**src/rtl/ring_mac_pkg.sv**
```systemverilog
package ring_mac_pkg;
  localparam int ID_W = 5;

  typedef logic [ID_W-1:0] node_id_t;

  typedef enum logic [2:0] {
    ST_LISTEN,
    ST_PRIO,
    ST_HOLD,
    ST_PASS,
    ST_WRESP,
    ST_WACK
  } mac_st_e;

  // successor inside the ring 0..top
  function automatic node_id_t id_succ(node_id_t cur, node_id_t top);
    return (cur >= top) ? '0 : node_id_t'(cur + node_id_t'(1));
  endfunction
endpackage

```
**src/rtl/ring_id_cfg.sv**
```systemverilog
module ring_id_cfg
  import ring_mac_pkg::*;
#(
  parameter int CNT_W     = 14,
  parameter int PRIO_UNIT = 365
) (
  input  logic [ID_W-1:0]  my_id_i,
  input  logic [ID_W-1:0]  max_id_i,
  input  logic             diag_i,
  output logic [ID_W-1:0]  eff_max_o,
  output logic             id_ok_o,
  output logic [ID_W-1:0]  first_dst_o,
  output logic [CNT_W-1:0] prio_lim_o
);
  logic [ID_W-1:0] gap;

  always_comb begin
    eff_max_o   = diag_i ? '1 : max_id_i;
    id_ok_o     = (my_id_i != '0) && (my_id_i <= eff_max_o);
    first_dst_o = id_succ(my_id_i, eff_max_o);
    gap         = eff_max_o - my_id_i;
    prio_lim_o  = CNT_W'(gap) * CNT_W'(PRIO_UNIT);
  end
endmodule

```
**src/rtl/ring_timer.sv**
```systemverilog
module ring_timer #(
  parameter int CNT_W = 14
) (
  input  logic             clk_i,
  input  logic             rst_ni,
  input  logic             tick_i,
  input  logic             clr_i,
  input  logic [CNT_W-1:0] limit_i,
  output logic             expired_o
);
  logic [CNT_W-1:0] cnt_q;

  assign expired_o = (cnt_q >= limit_i);

  always_ff @(posedge clk_i or negedge rst_ni) begin
    if (!rst_ni)                           cnt_q <= '0;
    else if (clr_i)                        cnt_q <= '0;
    else if (tick_i && !expired_o)         cnt_q <= cnt_q + CNT_W'(1);
  end
endmodule

```
**src/rtl/ring_mac_fsm.sv**
```systemverilog
module ring_mac_fsm
  import ring_mac_pkg::*;
#(
  parameter int CNT_W     = 14,
  parameter int RESP_BITS = 195,
  parameter int LOSS_BITS = 2100
) (
  input  logic             clk_i,
  input  logic             rst_ni,
  input  logic             id_ok_i,
  input  logic [ID_W-1:0]  eff_max_i,
  input  logic [ID_W-1:0]  first_dst_i,
  input  logic [CNT_W-1:0] prio_lim_i,
  input  logic             retry_en_i,
  input  logic             ack_fix_en_i,
  input  logic             line_act_i,
  input  logic             tok_me_i,
  input  logic             ack_i,
  input  logic             nak_i,
  input  logic             bad_i,
  input  logic             tx_req_i,
  input  logic [ID_W-1:0]  tx_req_dst_i,
  input  logic             expired_i,
  output logic             clr_o,
  output logic [CNT_W-1:0] limit_o,
  output logic             tx_token_o,
  output logic             tx_enq_o,
  output logic             tx_pkt_o,
  output logic [ID_W-1:0]  tx_dst_o,
  output logic [ID_W-1:0]  nbr_id_o
);
  mac_st_e         st_q, st_d;
  logic            tok_q, tok_d, enq_q, enq_d, pkt_q, pkt_d;
  logic            ret_q, ret_d;
  logic [ID_W-1:0] dst_q, dst_d, cand_q, cand_d, nbr_q, nbr_d, lat_q, lat_d;

  always_comb begin
    unique case (st_q)
      ST_LISTEN: limit_o = CNT_W'(LOSS_BITS);
      ST_PRIO:   limit_o = prio_lim_i;
      default:   limit_o = CNT_W'(RESP_BITS);
    endcase
  end

  always_comb begin
    st_d   = st_q;
    clr_o  = 1'b0;
    tok_d  = 1'b0;
    enq_d  = 1'b0;
    pkt_d  = 1'b0;
    dst_d  = dst_q;
    cand_d = cand_q;
    ret_d  = ret_q;
    nbr_d  = nbr_q;
    lat_d  = lat_q;
    if (!id_ok_i) begin
      st_d  = ST_LISTEN;
      clr_o = 1'b1;
    end else begin
      unique case (st_q)
        ST_LISTEN: begin
          if (tok_me_i) begin
            st_d  = ST_HOLD;
            clr_o = 1'b1;
          end else if (line_act_i) begin
            clr_o = 1'b1;
          end else if (expired_i) begin
            st_d  = ST_PRIO;
            clr_o = 1'b1;
          end
        end
        ST_PRIO: begin
          if (line_act_i) begin
            st_d  = ST_LISTEN;
            clr_o = 1'b1;
          end else if (expired_i) begin
            cand_d = first_dst_i;
            dst_d  = first_dst_i;
            tok_d  = 1'b1;
            ret_d  = 1'b0;
            st_d   = ST_WRESP;
            clr_o  = 1'b1;
          end
        end
        ST_WRESP: begin
          if (line_act_i) begin
            nbr_d = cand_q;
            st_d  = ST_LISTEN;
            clr_o = 1'b1;
          end else if (expired_i) begin
            if (retry_en_i && !ret_q) begin
              ret_d = 1'b1;
              dst_d = cand_q;
            end else begin
              cand_d = id_succ(cand_q, eff_max_i);
              dst_d  = id_succ(cand_q, eff_max_i);
              ret_d  = 1'b0;
            end
            tok_d = 1'b1;
            clr_o = 1'b1;
          end
        end
        ST_HOLD, ST_PASS: begin
          if (st_q == ST_HOLD && tx_req_i) begin
            enq_d = 1'b1;
            dst_d = tx_req_dst_i;
            lat_d = tx_req_dst_i;
            st_d  = ST_WACK;
          end else begin
            tok_d  = 1'b1;
            dst_d  = nbr_q;
            cand_d = nbr_q;
            ret_d  = 1'b0;
            st_d   = ST_WRESP;
          end
          clr_o = 1'b1;
        end
        ST_WACK: begin
          if (ack_i) begin
            pkt_d = 1'b1;
            dst_d = lat_q;
            st_d  = ST_PASS;
            clr_o = 1'b1;
          end else if (nak_i) begin
            st_d  = ST_PASS;
            clr_o = 1'b1;
          end else if (bad_i) begin
            st_d  = ack_fix_en_i ? ST_PASS : ST_LISTEN;
            clr_o = 1'b1;
          end else if (expired_i) begin
            st_d  = ST_PASS;
            clr_o = 1'b1;
          end
        end
        default: begin
          st_d  = ST_LISTEN;
          clr_o = 1'b1;
        end
      endcase
    end
  end

  always_ff @(posedge clk_i or negedge rst_ni) begin
    if (!rst_ni) begin
      st_q   <= ST_PRIO;
      tok_q  <= 1'b0;
      enq_q  <= 1'b0;
      pkt_q  <= 1'b0;
      ret_q  <= 1'b0;
      dst_q  <= '0;
      cand_q <= '0;
      nbr_q  <= '0;
      lat_q  <= '0;
    end else begin
      st_q   <= st_d;
      tok_q  <= tok_d;
      enq_q  <= enq_d;
      pkt_q  <= pkt_d;
      ret_q  <= ret_d;
      dst_q  <= dst_d;
      cand_q <= cand_d;
      nbr_q  <= nbr_d;
      lat_q  <= lat_d;
    end
  end

  assign tx_token_o = tok_q;
  assign tx_enq_o   = enq_q;
  assign tx_pkt_o   = pkt_q;
  assign tx_dst_o   = dst_q;
  assign nbr_id_o   = nbr_q;

  assert_single_tx_R8: assert property (@(posedge clk_i) disable iff (!rst_ni)
    $onehot0({tok_q, enq_q, pkt_q}));

  assert_quiet_invalid_R11: assert property (@(posedge clk_i) disable iff (!rst_ni)
    !id_ok_i |=> !(tok_q || enq_q || pkt_q));

  assert_nbr_on_reply_R7: assert property (@(posedge clk_i) disable iff (!rst_ni)
    !$stable(nbr_q) |-> $past(line_act_i));

  assert_prio_cancel_R4: assert property (@(posedge clk_i) disable iff (!rst_ni)
    (id_ok_i && st_q == ST_PRIO && line_act_i) |=> (st_q == ST_LISTEN && !tok_q));

  assert_hold_no_fix_R9: assert property (@(posedge clk_i) disable iff (!rst_ni)
    (id_ok_i && st_q == ST_WACK && bad_i && !ack_i && !nak_i && !ack_fix_en_i)
    |=> (st_q == ST_LISTEN && !tok_q));
endmodule

```
**src/rtl/ring_token_mac.sv**
```systemverilog
module ring_token_mac
  import ring_mac_pkg::*;
#(
  parameter int PRIO_UNIT = 365,
  parameter int RESP_BITS = 195,
  parameter int LOSS_BITS = 2100
) (
  input  logic            clk_i,
  input  logic            rst_ni,
  input  logic            tick_i,
  input  logic [ID_W-1:0] my_id_i,
  input  logic [ID_W-1:0] max_id_i,
  input  logic            diag_i,
  input  logic            retry_en_i,
  input  logic            ack_fix_en_i,
  input  logic            line_act_i,
  input  logic            tok_me_i,
  input  logic            ack_i,
  input  logic            nak_i,
  input  logic            bad_i,
  input  logic            tx_req_i,
  input  logic [ID_W-1:0] tx_req_dst_i,
  output logic            tx_token_o,
  output logic            tx_enq_o,
  output logic            tx_pkt_o,
  output logic [ID_W-1:0] tx_dst_o,
  output logic [ID_W-1:0] nbr_id_o
);
  localparam int PRIO_TOP = ((1 << ID_W) - 1) * PRIO_UNIT;
  localparam int SPAN_A   = (PRIO_TOP > LOSS_BITS) ? PRIO_TOP : LOSS_BITS;
  localparam int SPAN     = (SPAN_A > RESP_BITS) ? SPAN_A : RESP_BITS;
  localparam int CNT_W    = $clog2(SPAN + 1);

  logic [ID_W-1:0]  eff_max, first_dst;
  logic             id_ok, tmr_clr, tmr_exp;
  logic [CNT_W-1:0] prio_lim, tmr_lim;

  ring_id_cfg #(.CNT_W(CNT_W), .PRIO_UNIT(PRIO_UNIT)) u_cfg (
    .my_id_i    (my_id_i),
    .max_id_i   (max_id_i),
    .diag_i     (diag_i),
    .eff_max_o  (eff_max),
    .id_ok_o    (id_ok),
    .first_dst_o(first_dst),
    .prio_lim_o (prio_lim)
  );

  ring_timer #(.CNT_W(CNT_W)) u_tmr (
    .clk_i    (clk_i),
    .rst_ni   (rst_ni),
    .tick_i   (tick_i),
    .clr_i    (tmr_clr),
    .limit_i  (tmr_lim),
    .expired_o(tmr_exp)
  );

  ring_mac_fsm #(.CNT_W(CNT_W), .RESP_BITS(RESP_BITS), .LOSS_BITS(LOSS_BITS)) u_fsm (
    .clk_i       (clk_i),
    .rst_ni      (rst_ni),
    .id_ok_i     (id_ok),
    .eff_max_i   (eff_max),
    .first_dst_i (first_dst),
    .prio_lim_i  (prio_lim),
    .retry_en_i  (retry_en_i),
    .ack_fix_en_i(ack_fix_en_i),
    .line_act_i  (line_act_i),
    .tok_me_i    (tok_me_i),
    .ack_i       (ack_i),
    .nak_i       (nak_i),
    .bad_i       (bad_i),
    .tx_req_i    (tx_req_i),
    .tx_req_dst_i(tx_req_dst_i),
    .expired_i   (tmr_exp),
    .clr_o       (tmr_clr),
    .limit_o     (tmr_lim),
    .tx_token_o  (tx_token_o),
    .tx_enq_o    (tx_enq_o),
    .tx_pkt_o    (tx_pkt_o),
    .tx_dst_o    (tx_dst_o),
    .nbr_id_o    (nbr_id_o)
  );

  assert_dst_in_ring_R5: assert property (@(posedge clk_i) disable iff (!rst_ni)
    tx_token_o |-> (tx_dst_o <= eff_max));

  assert_diag_wrap_R12: assert property (@(posedge clk_i) disable iff (!rst_ni)
    (diag_i && id_ok) |-> (eff_max == '1));
endmodule

```
**config.mk**
```make
export PLATFORM = sky130hd
export DESIGN_NAME = ring_token_mac
export DESIGN_NICKNAME = d
export VERILOG_FILES = /design/src/rtl/ring_mac_pkg.sv /design/src/rtl/ring_id_cfg.sv /design/src/rtl/ring_timer.sv /design/src/rtl/ring_mac_fsm.sv /design/src/rtl/ring_token_mac.sv
export SDC_FILE = /design/constraint.sdc
export NUM_CORES = 1
export LEC_CHECK = 0
export CAP_MARGIN = 15
export CORE_ASPECT_RATIO = 1.25
export CORE_UTILIZATION = 50
export DETAILED_ROUTE_END_ITERATION = 6
export GPL_ROUTABILITY_DRIVEN = 0
export PLACE_DENSITY_LB_ADDON = 0.15
export SLEW_MARGIN = 20
export SYNTH_ARGS = -nofsm -noshare
export SYNTH_HDL_FRONTEND = slang
export SYNTH_SLANG_ARGS = --single-unit
```
**constraint.sdc**
```tcl
create_clock -name clk_i -period 7.2 [get_ports clk_i]
set_input_delay 1.44 -clock clk_i [delete_from_list [all_inputs] [get_ports clk_i]]
set_output_delay 1.44 -clock clk_i [all_outputs]
set_load 0.03 [all_outputs]
```
## Word level (Yosys, flattened, before mapping)

Index checks and enable logic that the tools add are counted.

- Register bits: 41
- Bits of input ports: 27
- Output and inout bits: 13
- Word-level logic and storage cells: 108

- Add/sub/neg operators: 4
- Multiply operators: 1
- $lt $le $gt $ge: 4
- Eq/ne operators: 16
- Mux-type cells: 55
- Reductions and logical operators: 18

Operators with widths:

| cell | count |
|---|---|
| 5-bit two-way mux | 11 |
| 3-bit two-way mux | 11 |
| 14-bit two-way mux | 2 |
| 14-bit one-hot mux with 2 select lines | 1 |
| 1-bit two-way mux | 23 |
| 5-bit one-hot mux with 4 select lines | 1 |
| 3-bit one-hot mux with 5 select lines | 1 |
| 5-bit one-hot mux with 3 select lines | 1 |
| 14-bit by 1-bit adder with 14-bit output, second input constant | 1 |
| 14-bit greater-or-equal comparator | 1 |
| 5-bit by 9-bit multiplier with 14-bit output, second input constant | 1 |
| 7-bit AND reduction | 2 |
| 2-bit != test, second input constant | 6 |
| 4-bit != test, second input constant | 3 |
| 5-bit by 1-bit adder with 5-bit output, second input constant | 2 |
| 5-bit greater-or-equal comparator | 2 |
| 3-bit by 2-bit equality test with 1-bit output, second input constant | 2 |
| 3-bit equality test, second input constant | 2 |
| 6-bit != test, second input constant | 1 |
| 1-bit one-hot mux with 3 select lines | 2 |
| 3-bit AND reduction | 2 |
| 5-bit <= comparator | 1 |
| 5-bit AND reduction | 1 |
| 5-bit nonzero test | 1 |
| 12 further kinds | 17 |

## Logic depth before layout (Yosys ltp)

- Word-level depth: 12
- Mapped depth: 27
- Mapped depth without buffers: 25

## Cells and area by module

Synthesis repeated with hierarchy kept, for this count alone.

- Cell total of the unflattened synthesis: 512
- Area total of the unflattened synthesis: 4241.6 um2

Modules (own cells, without submodules):

| module | instances | cells each | area an instance (um2) | sequential area each (um2) |
|---|---|---|---|---|
| ring_mac_fsm | 1 | 247 | 2020.7 | 676.9 |
| ring_id_cfg | 1 | 141 | 1126.1 | 0.0 |
| ring_timer | 1 | 124 | 1094.8 | 350.3 |

## Worst setup path before layout

No wires, ideal clock.

- Kind: in2reg
- Start: in max_id_i[1]
- End: reg u_fsm.dst_q[0], in the netlist u_fsm.tx_dst_o[0]
- Library setup time: 0.125 ns
- Arrival time: 7.074 ns
- Required time: 7.075 ns
- Path slack: 0.001 ns
- Stages: 24
- Buffers on the path: 1
- Cells stage by stage: or2_2 > ha_1 > nor2b_1 > o31a_1 > a21oi_1 > xor2_1 > fa_1 > inv_1 > fa_1 > inv_1 > ha_1 > o21ai_0 > a21boi_0 > o31a_1 > or4_1 > nand3_1 > ha_1 > nand4_1 > nor2_1 > a211o_1 > a21o_1 > buf_6 > o211ai_1 > mux2_2

- Word-level cells in the longest chain between the ends: 7
- Elaborated cells between the ends (all ways): 20
- Those cells by class: 1 x add/sub; 1 x mul; 4 x order compare; 2 x eq/ne; 10 x mux; 2 x reduce/logical

Ends and longest elaborated chain:

| element | line | text |
|---|---|---|
| from (decl) | ring_token_mac.sv:12 | `input logic [ID_W-1:0] max_id_i,` |
| 5-bit two-way mux * | ring_id_cfg.sv:18 | `eff_max_o = diag_i ? '1 : max_id_i;` |
| 5-bit subtractor or 5-bit greater-or-equal comparator (tied branches) | ring_id_cfg.sv:21, ring_mac_pkg.sv:17 |  |
| 5-bit by 9-bit multiplier with 14-bit output or 5-bit two-way mux (tied branches) | ring_id_cfg.sv:22, ring_mac_pkg.sv:17 |  |
| 14-bit one-hot mux with 2 select lines or 5-bit two-way mux (tied branches) | ring_mac_fsm.sv:38, ring_mac_fsm.sv:91 |  |
| 14-bit greater-or-equal comparator or 5-bit two-way mux (tied branches) | ring_timer.sv:13, ring_mac_fsm.sv:90 |  |
| 2-bit != test (no source line) or 5-bit two-way mux (tied branches) | n/a |  |
| 7-bit AND reduction (no source line) or 5-bit one-hot mux with 4 select lines (tied branches) | n/a |  |
| to (signal assigned) | ring_mac_fsm.sv:160 | `dst_q <= dst_d;` |
| to (decl) | ring_mac_fsm.sv:35 | `logic [ID_W-1:0] dst_q, dst_d, cand_q, cand_d, nbr_q, nbr_d, lat_q, lat_d;` |

Mark *: on every way between the ends. The rest lies on a longest branch, timed or not. The select of a mux whose other input is x is not followed.
A chain may end at the register's enable or synchronous reset.

## Worst setup path after layout

- Start: in max_id_i[3]
- End: reg u_fsm.dst_q[1], in the netlist u_fsm.tx_dst_o[1]

Same word-level chain as after synthesis.

==> impl_metrics.py <==
metrics = {
    "place": {
        "place_hpwl_um": 7920,
        "place_area_mm2": 0.00489,
        "dp.cells": 614,
        "portBuffers": 39,
    },
    "floorplanning": {
        "placeableCoreArea_mm2": 0.00784,
        "initial_core_util": 0.516,
        "fp.dieH_um": 103,
        "io_pins": 40,
        "row_count": 36,
        "die_w_um": 82.5,
        "die_area_mm2": 0.00846,
    },
    "power_and_ir_drop": {
        "swShare": 0.420,
        "p_switching_mw": 0.766,
        "power_frac_clock": 0.100,
        "power.internal_mw": 1.06,
        "p_seq_frac": 0.194,
        "ir_drop_mv": 0.260,
        "combPwrFrac": 0.706,
        "p_per_area_mw_per_mm2": 336,
        "leakagePower_nw": 2.46,
    },
    "sta": {
        "fmax_mhz": 139,
        "tightest_slew_ns": 0.926,
        "fin_crit_sh": 0.997,
        "hold_violations": 0,
        "whs_ns": 0.503,
        "drv_slew": 0,
        "finalSetupViolations": 0,
        "fin_worst_skew_ns": 0.00682,
        "maxSlewHeadroom": 0.383,
        "period_needed_ns": 7.18,
    },
    "clocking": {
        "cts.clk_slew.worst_paths_ns": 0.08,
        "hold_buffers": 0,
        "cts_inserted_buffers": 5,
        "cts_tree": "yes",
        "clock_path_buffers": 2,
        "clk-insertion-delay-late_ns": 0.29,
        "cts-root-buf": "clkbuf_8",
        "cts.sinks": 41,
        "htreeDepth": 2,
    },
    "logic_synthesis": {
        "avgSynthCellArea_um2": 9.20,
        "synth-edff-count": 0,
        "ys.flop_type": "dfrtp_1",
        "synth_fp_nets": 527,
        "synth_cell_type_count": 55,
        "netlist_instances": 440,
        "yosysWarningCount": 0,
        "async_flop_share": 1.00,
        "synth-seq-area-share": 0.254,
        "syn_area_mm2": 0.00405,
        "yosys_register_bits": 41,
    },
    "critical_path": {
        "cp.required_ns": 7.38,
        "slowest_stage": "fa_1",
        "crit_fanout": 8,
        "rrSetupSlack_ns": 3.47,
        "r2r-start": "u_fsm.st_q[0]$_DFFE_PN1P_",
        "critPathBufInv": 6,
        "startpoint_type": "primary input",
        "arrival_ns": 7.36,
        "cpLargestDelayFamily": "adder cells",
        "reg2reg_depth": 13,
        "criticalPathCategory": "in2reg",
        "cpPeakStageDelay_ns": 0.59,
        "r2r-end": "u_fsm.tx_dst_o[1]$_DFFE_PN0P_",
        "crit_path_end_kind": "flip-flop",
    },
    "layout": {
        "fillerInstances": 622,
        "final_util": 0.691,
        "final_area_mm2": 0.00542,
        "antenna_cells": 0,
        "final_net_count": 625,
        "drive_gt1_frac": 0.293,
        "syn_to_final_growth_pct": 33.9,
        "final_cell_count_no_fill": 634,
    },
    "run": {
        "max_cap_viol_count": 0,
    },
    "global_routing": {
        "grtUsageMet3": 0.0212,
        "grt_usage": 0.257,
        "grt_max_degree": 42,
        "busiest_layer": "met2",
        "gr-usage-met2": 0.438,
        "met1_usage": 0.351,
        "grt_overflow": 0,
        "antenna_found_initial": 0,
        "grt_pass1_wl_um": 16800,
        "first_global_vias": 3610,
    },
    "routing": {
        "routedWlPerCell_um": 16.6,
        "dr.pass1.iters": 5,
        "ant_nets": 0,
        "viasPerCell": 5.84,
        "num_vias": 3704,
        "wirelength_um": 10500,
        "drc_errors": 0,
        "drt_iter0_drc": 126,
    },
    "outcome": {
        "status": "finished clean",
    },
    "min_path": {
        "min_from": "u_fsm.ret_q$_DFFE_PN0P_",
        "hold_class": "reg2reg",
        "hold_end": "u_fsm.ret_q$_DFFE_PN0P_",
        "min_path_cells": 1,
    },
}
placed cells by master (no fill, tap or decap), drive strengths merged, types with 3 or more instances in the layout:
cell type      synthesis  final
buf                    5     67
ha                    53     53
dfrtp                 40     40
inv                   35     35
clkdlybuf4s50          0     33
nand2                 33     33
mux2                  24     24
nor2                  23     23
a21oi                 19     19
o21ai                 18     18
a211oi                14     14
xnor2                 13     13
nand2b                11     11
or4                   10     10
nand3                 10     10
o31ai                  9      9
o21a                   8      8
nand4                  8      8
nor3                   8      8
o211ai                 8      8
or2                    8      8
fa                     7      7
mux2i                  6      6
clkbuf                10      6
a21o                   5      6
or3                    5      5
xor2                   5      5
nor2b                  5      5
o31a                   4      4
and3                   4      4
a211o                  4      4
dlymetal6s2s           0      4
and2                   3      3
a311o                  3      3
a221o                  3      3
a2111oi                3      3
power by group through the flow:
| stage | clock network [mW] | registers [mW] | logic, mW |
|---|---|---|---|
| 2_1_floorplan | 0 | 0.376 | 0.696 |
| 6_report | 0.182 | 0.353 | 1.29 |
| 3_5_place_dp | 0 | 0.356 | 1.09 |
| 4_1_cts | 0.187 | 0.352 | 1.17 |
| 5_1_grt | 0.197 | 0.364 | 1.42 |
| 3_3_place_gp | 0 | 0.354 | 1.08 |
repair_timing:
action / in CTS / in global routing
gates resized for setup: 28 / 38
buffers inserted: 6 / 5
setup endpoints to repair: 28 / 27
pin swaps: 18 / 35
endpoints found under the hold margin: 0 / 0
cloned: 1 / 0
synth_stat cells (all sizes together), types with 6 or more instances:
master / instances / area [um2]
a211oi: 14 / 140
a21oi: 19 / 110
clkbuf: 10 / 37.5
dfrtp: 40 / 1000
fa: 7 / 140
ha: 53 / 663
inv: 35 / 131
mux2: 24 / 270
mux2i: 6 / 60.1
nand2: 33 / 124
nand2b: 11 / 68.8
nand3: 10 / 50.1
nand4: 8 / 50.1
nor2: 23 / 86.3
nor3: 8 / 40.0
o211ai: 8 / 73.8
o21a: 8 / 60.1
o21ai: 18 / 90.1
o31ai: 9 / 67.6
or2: 8 / 50.1
or4: 10 / 75.1
xnor2: 13 / 114
per-stage QoR:
stage	worst slack, ns	TNS, ns	power, mW
5_1_grt	-0.129	-2.04	1.98
2_1_floorplan	0.00145	0	1.07
4_1_cts	0.0116	0	1.71
3_5_place_dp	-0.816	-18.82	1.45
6_report	0.0185	0	1.82
3_3_place_gp	-0.601	-12.94	1.43
final cells by class:
type | instances | area, um2 | share of cell area
multi-input combinational | 350 | 3130 | 0.578
clock buffer | 6 | 72.6 | 0.0134
inverter | 35 | 134 | 0.0247
sequential | 41 | 1030 | 0.190
timing repair buffer | 105 | 897 | 0.166
tap | 95 | 119 | 0.0219
clock inverter | 2 | 35.0 | 0.00647
state kept, by name, summed over array words and instances (netlist names):
register          cells
u_fsm.lat_q           5
u_tmr.cnt_q          14
u_fsm.ret_q           1
u_fsm.st_q            3
u_fsm.cand_q          5
u_fsm.tx_token_o      1
u_fsm.tx_pkt_o        1
u_fsm.tx_enq_o        1
u_fsm.tx_dst_o        5
u_fsm.nbr_id_o        5
how the worst max path moves through the flow:
stage                           start                       endpoint  depth (start not counted)
after CTS                 max_id_i[0]  u_fsm.tx_dst_o[1]$_DFFE_PN0P_                         27
after floorplan           max_id_i[1]  u_fsm.tx_dst_o[0]$_DFFE_PN0P_                         24
after detailed placement       diag_i  u_fsm.tx_dst_o[1]$_DFFE_PN0P_                         27
after global placement         diag_i  u_fsm.tx_dst_o[3]$_DFFE_PN0P_                         24
after global routing      max_id_i[3]  u_fsm.tx_dst_o[1]$_DFFE_PN0P_                         26
final                     max_id_i[3]  u_fsm.tx_dst_o[1]$_DFFE_PN0P_                         26
worst reg2reg max path, cell delays in order, from the launching register on:
cell and delay [ns]:
dfstp_2 0.75, inv_1 0.26, nor2_1 0.40, nand2_1 0.10, mux2_4 0.28, ha_4 0.28
nand4_1 0.11, buf_4 0.16, a2111oi_4 0.29, buf_4 0.19, a21o_4 0.16, o211ai_1 0.13
buf_4 0.21, mux2_4 0.30
per-layer routing:
layer | up-vias | wire [um]
met5 | - | 0
met4 | 0 | 99
met3 | 12 | 435
met2 | 83 | 5270
met1 | 1777 | 4690
li1 | 1832 | -
logic make-up (layout without fill, tap and decap cells):
group | after synthesis | after routing | share of synthesized area
flip-flops | 41 | 41 | 0.254
XOR/XNOR | 18 | 18 | 0.0390
AO/OA/AOI/OAI | 111 | 112 | 0.212
multiplexers | 30 | 30 | 0.0816
adder cells (fa/ha/maj) | 60 | 60 | 0.199
AND/OR/NAND/NOR | 130 | 130 | 0.165
buffers and inverters | 50 | 148 | 0.0498
No activity file was read; power rests on OpenSTA's default activity.
